==> src/rtl/p422_pkg.sv <==
package p422_pkg;
  localparam int CW      = 8;
  localparam int Y_FLOOR = 16;

  typedef logic [1:0] phase_t;

  function automatic logic [CW-1:0] floor_clamp(input logic [CW-1:0] v,
                                                input logic [CW-1:0] f);
    floor_clamp = (v < f) ? f : v;
  endfunction
endpackage

==> src/rtl/p422_rst_sync.sv <==
module p422_rst_sync #(
  parameter int STAGES = 2
) (
  input  logic clk,
  input  logic arst_n,
  output logic srst_n
);
  logic [STAGES-1:0] sync_q;
  logic [STAGES-1:0] sync_d;

  always_comb sync_d = {sync_q[STAGES-2:0], 1'b1};

  always_ff @(posedge clk or negedge arst_n) begin
    if (!arst_n) sync_q <= '0;
    else         sync_q <= sync_d;
  end

  assign srst_n = sync_q[STAGES-1];
endmodule

==> src/rtl/p422_half_gen.sv <==
module p422_half_gen (
  input  logic clk,
  input  logic rst_n,
  output logic half
);
  logic half_q;
  logic half_d;

  always_comb half_d = ~half_q;

  always_ff @(posedge clk or negedge rst_n) begin
    if (!rst_n) half_q <= 1'b0;
    else        half_q <= half_d;
  end

  assign half = half_q;


  half_toggle_chk: assert property (@(posedge clk) disable iff (!rst_n)
    1'b1 |=> (half_q != $past(half_q)));
endmodule

==> src/rtl/p422_unpack.sv <==
module p422_unpack
  import p422_pkg::*;
#(
  parameter int W = CW
) (
  input  logic         clk,
  input  logic         rst_n,
  input  logic         wide,
  input  logic         half,
  input  logic         blank,
  input  logic [2*W-1:0] pix,
  output logic         emit_v,
  output logic [W-1:0] emit_y,
  output logic [W-1:0] emit_cb,
  output logic [W-1:0] emit_cr
);
  localparam int PW = 2 * W;

  logic [W-1:0] hi_byte, lo_byte;
  logic         take;

  phase_t       phase_q, phase_d;
  logic [W-1:0] cb_q, cb_d;
  logic [W-1:0] cr_q, cr_d;
  logic [W-1:0] y0_q, y0_d;
  logic [W-1:0] y1_q, y1_d;
  logic         pend_q, pend_d;

  assign hi_byte = pix[PW-1:W];
  assign lo_byte = pix[W-1:0];
  assign take    = wide ? ~half : 1'b1;

  always_comb begin
    phase_d = phase_q;
    cb_d    = cb_q;
    cr_d    = cr_q;
    y0_d    = y0_q;
    y1_d    = y1_q;
    pend_d  = pend_q;
    emit_v  = 1'b0;
    emit_y  = y0_q;
    emit_cb = cb_q;
    emit_cr = cr_q;
    if (take) begin
      if (blank) begin
        phase_d = '0;
        pend_d  = 1'b0;
      end else if (!wide) begin
        phase_d = phase_q + 2'd1;
        case (phase_q)
          2'd0: cb_d = hi_byte;
          2'd1: y0_d = hi_byte;
          2'd2: begin
            cr_d    = hi_byte;
            emit_v  = 1'b1;
            emit_y  = y0_q;
            emit_cr = hi_byte;
          end
          default: begin
            emit_v = 1'b1;
            emit_y = hi_byte;
          end
        endcase
      end else if (!phase_q[0]) begin
        cb_d    = lo_byte;
        y0_d    = hi_byte;
        phase_d = 2'd1;
        pend_d  = 1'b0;
      end else begin
        cr_d    = lo_byte;
        y1_d    = hi_byte;
        emit_v  = 1'b1;
        emit_y  = y0_q;
        emit_cr = lo_byte;
        pend_d  = 1'b1;
        phase_d = 2'd0;
      end
    end else if (pend_q) begin
      emit_v = 1'b1;
      emit_y = y1_q;
      pend_d = 1'b0;
    end
  end

  always_ff @(posedge clk or negedge rst_n) begin
    if (!rst_n) begin
      phase_q <= '0;
      cb_q    <= '0;
      cr_q    <= '0;
      y0_q    <= '0;
      y1_q    <= '0;
      pend_q  <= 1'b0;
    end else begin
      phase_q <= phase_d;
      pend_q  <= pend_d;
      if (take) begin
        cb_q <= cb_d;
        cr_q <= cr_d;
        y0_q <= y0_d;
        y1_q <= y1_d;
      end
    end
  end


  blank_restart_chk: assert property (@(posedge clk) disable iff (!rst_n)
    (take && blank) |=> !emit_v);


  second_pixel_chk: assert property (@(posedge clk) disable iff (!rst_n)
    (wide && take && !blank && phase_q[0]) |=> (emit_v || !wide));


  narrow_emit_chk: assert property (@(posedge clk) disable iff (!rst_n)
    (!wide && !blank && phase_q == 2'd1) |=> (emit_v || wide || blank));
endmodule

==> src/rtl/p422_outreg.sv <==
module p422_outreg
  import p422_pkg::*;
#(
  parameter int W        = CW,
  parameter int FLOOR    = Y_FLOOR,
  parameter bit CLAMP_EN = 1'b1
) (
  input  logic         clk,
  input  logic         rst_n,
  input  logic         in_v,
  input  logic [W-1:0] in_y,
  input  logic [W-1:0] in_cb,
  input  logic [W-1:0] in_cr,
  output logic         out_v,
  output logic [W-1:0] out_y,
  output logic [W-1:0] out_cb,
  output logic [W-1:0] out_cr
);
  localparam logic [W-1:0] FLOOR_V = W'(FLOOR);

  logic [W-1:0] y_lim;
  logic         v_q;
  logic [W-1:0] y_q, cb_q, cr_q;

  generate
    if (CLAMP_EN) begin : g_clamp
      always_comb y_lim = floor_clamp(in_y, FLOOR_V);
    end else begin : g_raw
      always_comb y_lim = in_y;
    end
  endgenerate

  always_ff @(posedge clk or negedge rst_n) begin
    if (!rst_n) begin
      v_q  <= 1'b0;
      y_q  <= '0;
      cb_q <= '0;
      cr_q <= '0;
    end else begin
      v_q <= in_v;
      if (in_v) begin
        y_q  <= y_lim;
        cb_q <= in_cb;
        cr_q <= in_cr;
      end
    end
  end

  assign out_v  = v_q;
  assign out_y  = y_q;
  assign out_cb = cb_q;
  assign out_cr = cr_q;

  generate
    if (CLAMP_EN) begin : g_floor_chk

      luma_floor_chk: assert property (@(posedge clk) disable iff (!rst_n)
        v_q |-> (y_q >= FLOOR_V));
    end
  endgenerate


  pix_rate_chk: assert property (@(posedge clk) disable iff (!rst_n)
    (v_q && $past(v_q)) |=> !v_q);
endmodule

==> src/rtl/p422_formatter.sv <==
module p422_formatter
  import p422_pkg::*;
#(
  parameter int W          = CW,
  parameter int FLOOR      = Y_FLOOR,
  parameter int SYNC_STAGE = 2
) (
  input  logic           clk2,
  input  logic           rst_n,
  input  logic           wide_mode,
  input  logic           blank_in,
  input  logic [2*W-1:0] pix_in,
  output logic           half_clk,
  output logic           valid_out,
  output logic [W-1:0]   y_out,
  output logic [W-1:0]   cb_out,
  output logic [W-1:0]   cr_out
);
  logic         rst_s_n;
  logic         half;
  logic         emit_v;
  logic [W-1:0] emit_y, emit_cb, emit_cr;

  p422_rst_sync #(.STAGES(SYNC_STAGE)) u_rst (
    .clk    (clk2),
    .arst_n (rst_n),
    .srst_n (rst_s_n)
  );

  p422_half_gen u_half (
    .clk   (clk2),
    .rst_n (rst_s_n),
    .half  (half)
  );

  p422_unpack #(.W(W)) u_unpack (
    .clk     (clk2),
    .rst_n   (rst_s_n),
    .wide    (wide_mode),
    .half    (half),
    .blank   (blank_in),
    .pix     (pix_in),
    .emit_v  (emit_v),
    .emit_y  (emit_y),
    .emit_cb (emit_cb),
    .emit_cr (emit_cr)
  );

  p422_outreg #(.W(W), .FLOOR(FLOOR), .CLAMP_EN(1'b1)) u_out (
    .clk    (clk2),
    .rst_n  (rst_s_n),
    .in_v   (emit_v),
    .in_y   (emit_y),
    .in_cb  (emit_cb),
    .in_cr  (emit_cr),
    .out_v  (valid_out),
    .out_y  (y_out),
    .out_cb (cb_out),
    .out_cr (cr_out)
  );

  assign half_clk = half;
endmodule

==> config.mk <==
export PLATFORM = sky130hd
export DESIGN_NAME = p422_formatter
export DESIGN_NICKNAME = d
export VERILOG_FILES = /design/src/rtl/p422_pkg.sv /design/src/rtl/p422_rst_sync.sv /design/src/rtl/p422_half_gen.sv /design/src/rtl/p422_unpack.sv /design/src/rtl/p422_outreg.sv /design/src/rtl/p422_formatter.sv
export SDC_FILE = /design/constraint.sdc
export NUM_CORES = 1
export LEC_CHECK = 0
export ABC_AREA = 1
export BUFFER_PORTS_ARGS = -buffer_cell sky130_fd_sc_hd__buf_2
export CORE_ASPECT_RATIO = 1.2
export CORE_MARGIN = 2
export CORE_UTILIZATION = 40
export CTS_CLUSTER_DIAMETER = 150
export DETAILED_ROUTE_END_ITERATION = 12
export PLACE_DENSITY = 0.73
export SLEW_MARGIN = 20
export SYNTH_ARGS = -nofsm -noshare
export SYNTH_HDL_FRONTEND = slang
export SYNTH_SLANG_ARGS = --single-unit
==> constraint.sdc <==
create_clock -name clk2 -period 1.82 [get_ports clk2]
set_input_delay 0.273 -clock clk2 [delete_from_list [all_inputs] [get_ports clk2]]
set_output_delay 0.273 -clock clk2 [all_outputs]
set_load 0.005 [all_outputs]
==> results.md <==
- EDFF count, synth: 0
- CP Data Arrival Time: 1.88 ns
- VDD IR max: ~800 uV
- Share of layout cells above drive strength 1: 26.2%
- RSZ-0062 raised after global routing: false
- Fin. Hold Viols: 0
- Final Power: around 4000 uW
- Post-synthesis cell count: 333
- Required @ worst endpoint: just over 2 ns
- Diodes inserted: 0
- DRT antenna net count: 0
- Crit Reg-Reg Startpoint: u_unpack.phase_q[0]
- Detail Placement HPWL: 4.70 mm
- Core area: 7230 um2
- Max_cap viols: 0
- Crit end category: flop
- Min Hold Slack: between 0.2 and 0.25 ns
- Global placement routability congestion: roughly 0.86
- Post-synthesis average cell area: 8.98 um2
- Drt pass-1 iters: 5
- Worst Reg-to-Reg Cells: 9
- FFs w/ async S/R, synth: 100%
- Worst Hold Depth: 3
- Largest net degree at the start of global routing: 62
- Setup violators final: 0
- Worst Path Max Fanout: 12
- Total gr overflow: 0
- I/O pin count: 46
- Synthesized area: 2990 um2
- Synth Register Bits: 63
- Vias in the first global route: 2321
- WHS Endpoint: u_unpack.cr_q[7]
- Area Overhead vs Synth: 17.8%
- Fin crit period: 1.65 ns
- # DRC: 0
- Worst-path clk slew: 0.07 ns
- Synth Flop Type: dfrtp_1
- CTS Buffer Depth: 2
- Unique cell type count in the Yosys netlist: 28
- R2R Path End: u_out.out_y[2]
- Routed wire per std cell: 13.7 um
- Status: finished, final reports clean
- Vias per cell: 4.96
- Initial core utilization: 41.4%
- Syn Nets: 357
- Die Y: 98.7 um
- First-pass GRT wire length: 11.3 mm
- Buffers added on ports: 45
- Clk sinks: 63
- Fmax achieved: 607 MHz
- Initial DRC count: 154
- Final period utilization: 90.5%
- Setup TNS: 0 ns
- Power Density: between 1000 and 1500 nW/um2
- H-tree Lvls: 3
- Cell Rows: 34
- Min-delay worst type: input pin to flop
- Layout Nets: 409
- CTS tree: done
- Fillers: roughly 710
- Die Area: just over 8000 um2
- CTS buffer count: 9
- Worst setup SP type: flop
- Total Routing Usage GR: 17.6%
- Root Buffer: clkbuf_8
- Leakage power: 0.00181 uW
- Seq/Total Area, Yosys: around 53%
- WL final: 6.55 mm
- Layout Skew: between 0.01 and 0.015 ns
- Antenna violations before repair: 0
- Vias: 2377
- Worst R2R Setup Slack: 0.17 ns
- Min-Delay Startpoint: pix_in[7]
- Slew Viols, Final: 0
- Skew-Pair Late Insertion Delay: 0.34 ns
- Die Wd: 82.9 um
- Yosys warning count: 0
- Fin util: 48.7%
- WS Path Type: flop to flop
-- cells in the final DEF, fill, tap and decap left out --
cell type,instances
nand2_2,8
nor3_1,1
clkinv_2,1
nand2_4,2
nor3_4,1
nand3_2,2
conb_1,1
o211ai_1,8
bufinv_16,1
nor2_1,11
dlygate4sd3_1,1
dfrtp_2,1
buf_2,45
inv_1,24
o21ai_1,4
a21oi_4,1
clkbuf_8,11
inv_2,5
clkbuf_1,1
o21ai_2,1
buf_4,7
a21oi_1,10
nor2_2,1
dfrtp_1,62
ha_1,4
o211ai_2,8
a31oi_1,3
nand3_4,1
nand2_1,102
buf_12,2
o21ai_0,35
nor2_4,3
clkinvlp_4,1
nand3_1,20
-- area by class of cell --
class,instances,area [um2],area share [%]
flip-flops and latches,63,1580,44.8
clock inverters,3,42.5,1.21
repair buffers,55,328,9.30
well taps,90,113,3.20
clock buffers,12,155,4.40
inverters,29,109,3.09
multi-input cells,227,1200,34.0
-- repair_timing --
| action | in CTS | in global routing |
|---|---|---|
| setup buffers | 0 | 0 |
| hold buffers | 1 | 0 |
| hold endpoints to repair | 2 | 0 |
| gates resized for setup | 0 | 0 |
-- power breakdown --
part           total [uW]  switching, uW  internal [uW]
combinational         920            513            407
sequential           1950            180           1770
clock                1210            517            698
-- state kept, by name, summed over array words and instances, names as in the netlist --
register          cells
u_unpack.y0_q         8
u_unpack.y1_q         8
u_out.out_v           1
u_out.out_cr          8
u_rst.sync_q          2
u_unpack.phase_q      2
u_half.half           1
u_unpack.emit_cb      8
u_unpack.cr_q         8
u_out.out_cb          8
u_unpack.pend_q       1
u_out.out_y           8
-- per-layer routing --
metal | GRT usage, % | share of wire, % | up-vias
met5 | 0 | 0 | -
met4 | 8.32 | 3.1 | 0
met3 | 4.86 | 5.6 | 15
met2 | 27.5 | 46 | 69
met1 | 22.7 | 45 | 1110
li1 | - | - | 1183
-- critical path, cell delays in order, from the launching register on --
cell	delay, ns
dfrtp_1	0.42
ha_1	0.31
nand2_4	0.18
nand2_1	0.08
nand3_1	0.10
nand2_1	0.10
nor2_4	0.12
nand2_2	0.09
nand2_1	0.09
nand2_1	0.05
-- cell families (layout without fill, tap and decap cells) --
group | Yosys count | after routing | share of synthesized area, %
compound gates | 70 | 70 | 15.0
flops | 63 | 63 | 52.7
buf+inv | 43 | 99 | 7.24
fa+ha+maj | 4 | 4 | 1.67
simple gates | 152 | 152 | 23.3
other cells | 1 | 1 | 0.125
-- how the worst max path moves through the flow --
stage	startpoint	endpoint	slack [ns]
after floorplan	u_unpack.phase_q[0]	u_out.out_y[0]	0.41
after global placement	wide_mode	u_out.out_cr[3]	0.22
after detailed placement	wide_mode	u_out.out_cr[6]	0.16
after CTS	u_unpack.phase_q[0]	u_out.out_y[2]	0.17
after global routing	u_unpack.phase_q[0]	u_out.out_cr[3]	0.03
final	u_unpack.phase_q[0]	u_out.out_y[2]	0.17
-- metrics by stage --
| step | cells | worst slack [ns] | instance area [um2] |
|---|---|---|---|
| floorplan | 333 | 0.413 | 2990 |
| global placement | 463 | 0.218 | 3320 |
| detailed placement | 463 | 0.159 | 3320 |
| CTS | 479 | 0.173 | 3520 |
| global route | 479 | 0.0279 | 3520 |
| finish | 479 | 0.174 | 3520 |
-- Yosys cell counts, types with 3 or more instances --
| cell | instances | share of area, % |
|---|---|---|
| nand2_1 | 102 | 13 |
| dfrtp_1 | 63 | 53 |
| o21ai_0 | 35 | 5.9 |
| inv_1 | 24 | 3.0 |
| nand3_1 | 20 | 3.3 |
| nor2_1 | 11 | 1.4 |
| a21oi_1 | 10 | 1.7 |
| nand2_2 | 8 | 1.7 |
| o211ai_1 | 8 | 2.0 |
| o211ai_2 | 8 | 3.3 |
| buf_6 | 6 | 2.3 |
| buf_2 | 5 | 0.84 |
| inv_2 | 5 | 0.63 |
| ha_1 | 4 | 1.7 |
| o21ai_1 | 4 | 0.67 |
| a31oi_1 | 3 | 0.63 |
| nor2_4 | 3 | 1.1 |
(Power assumes the default switching activity.)
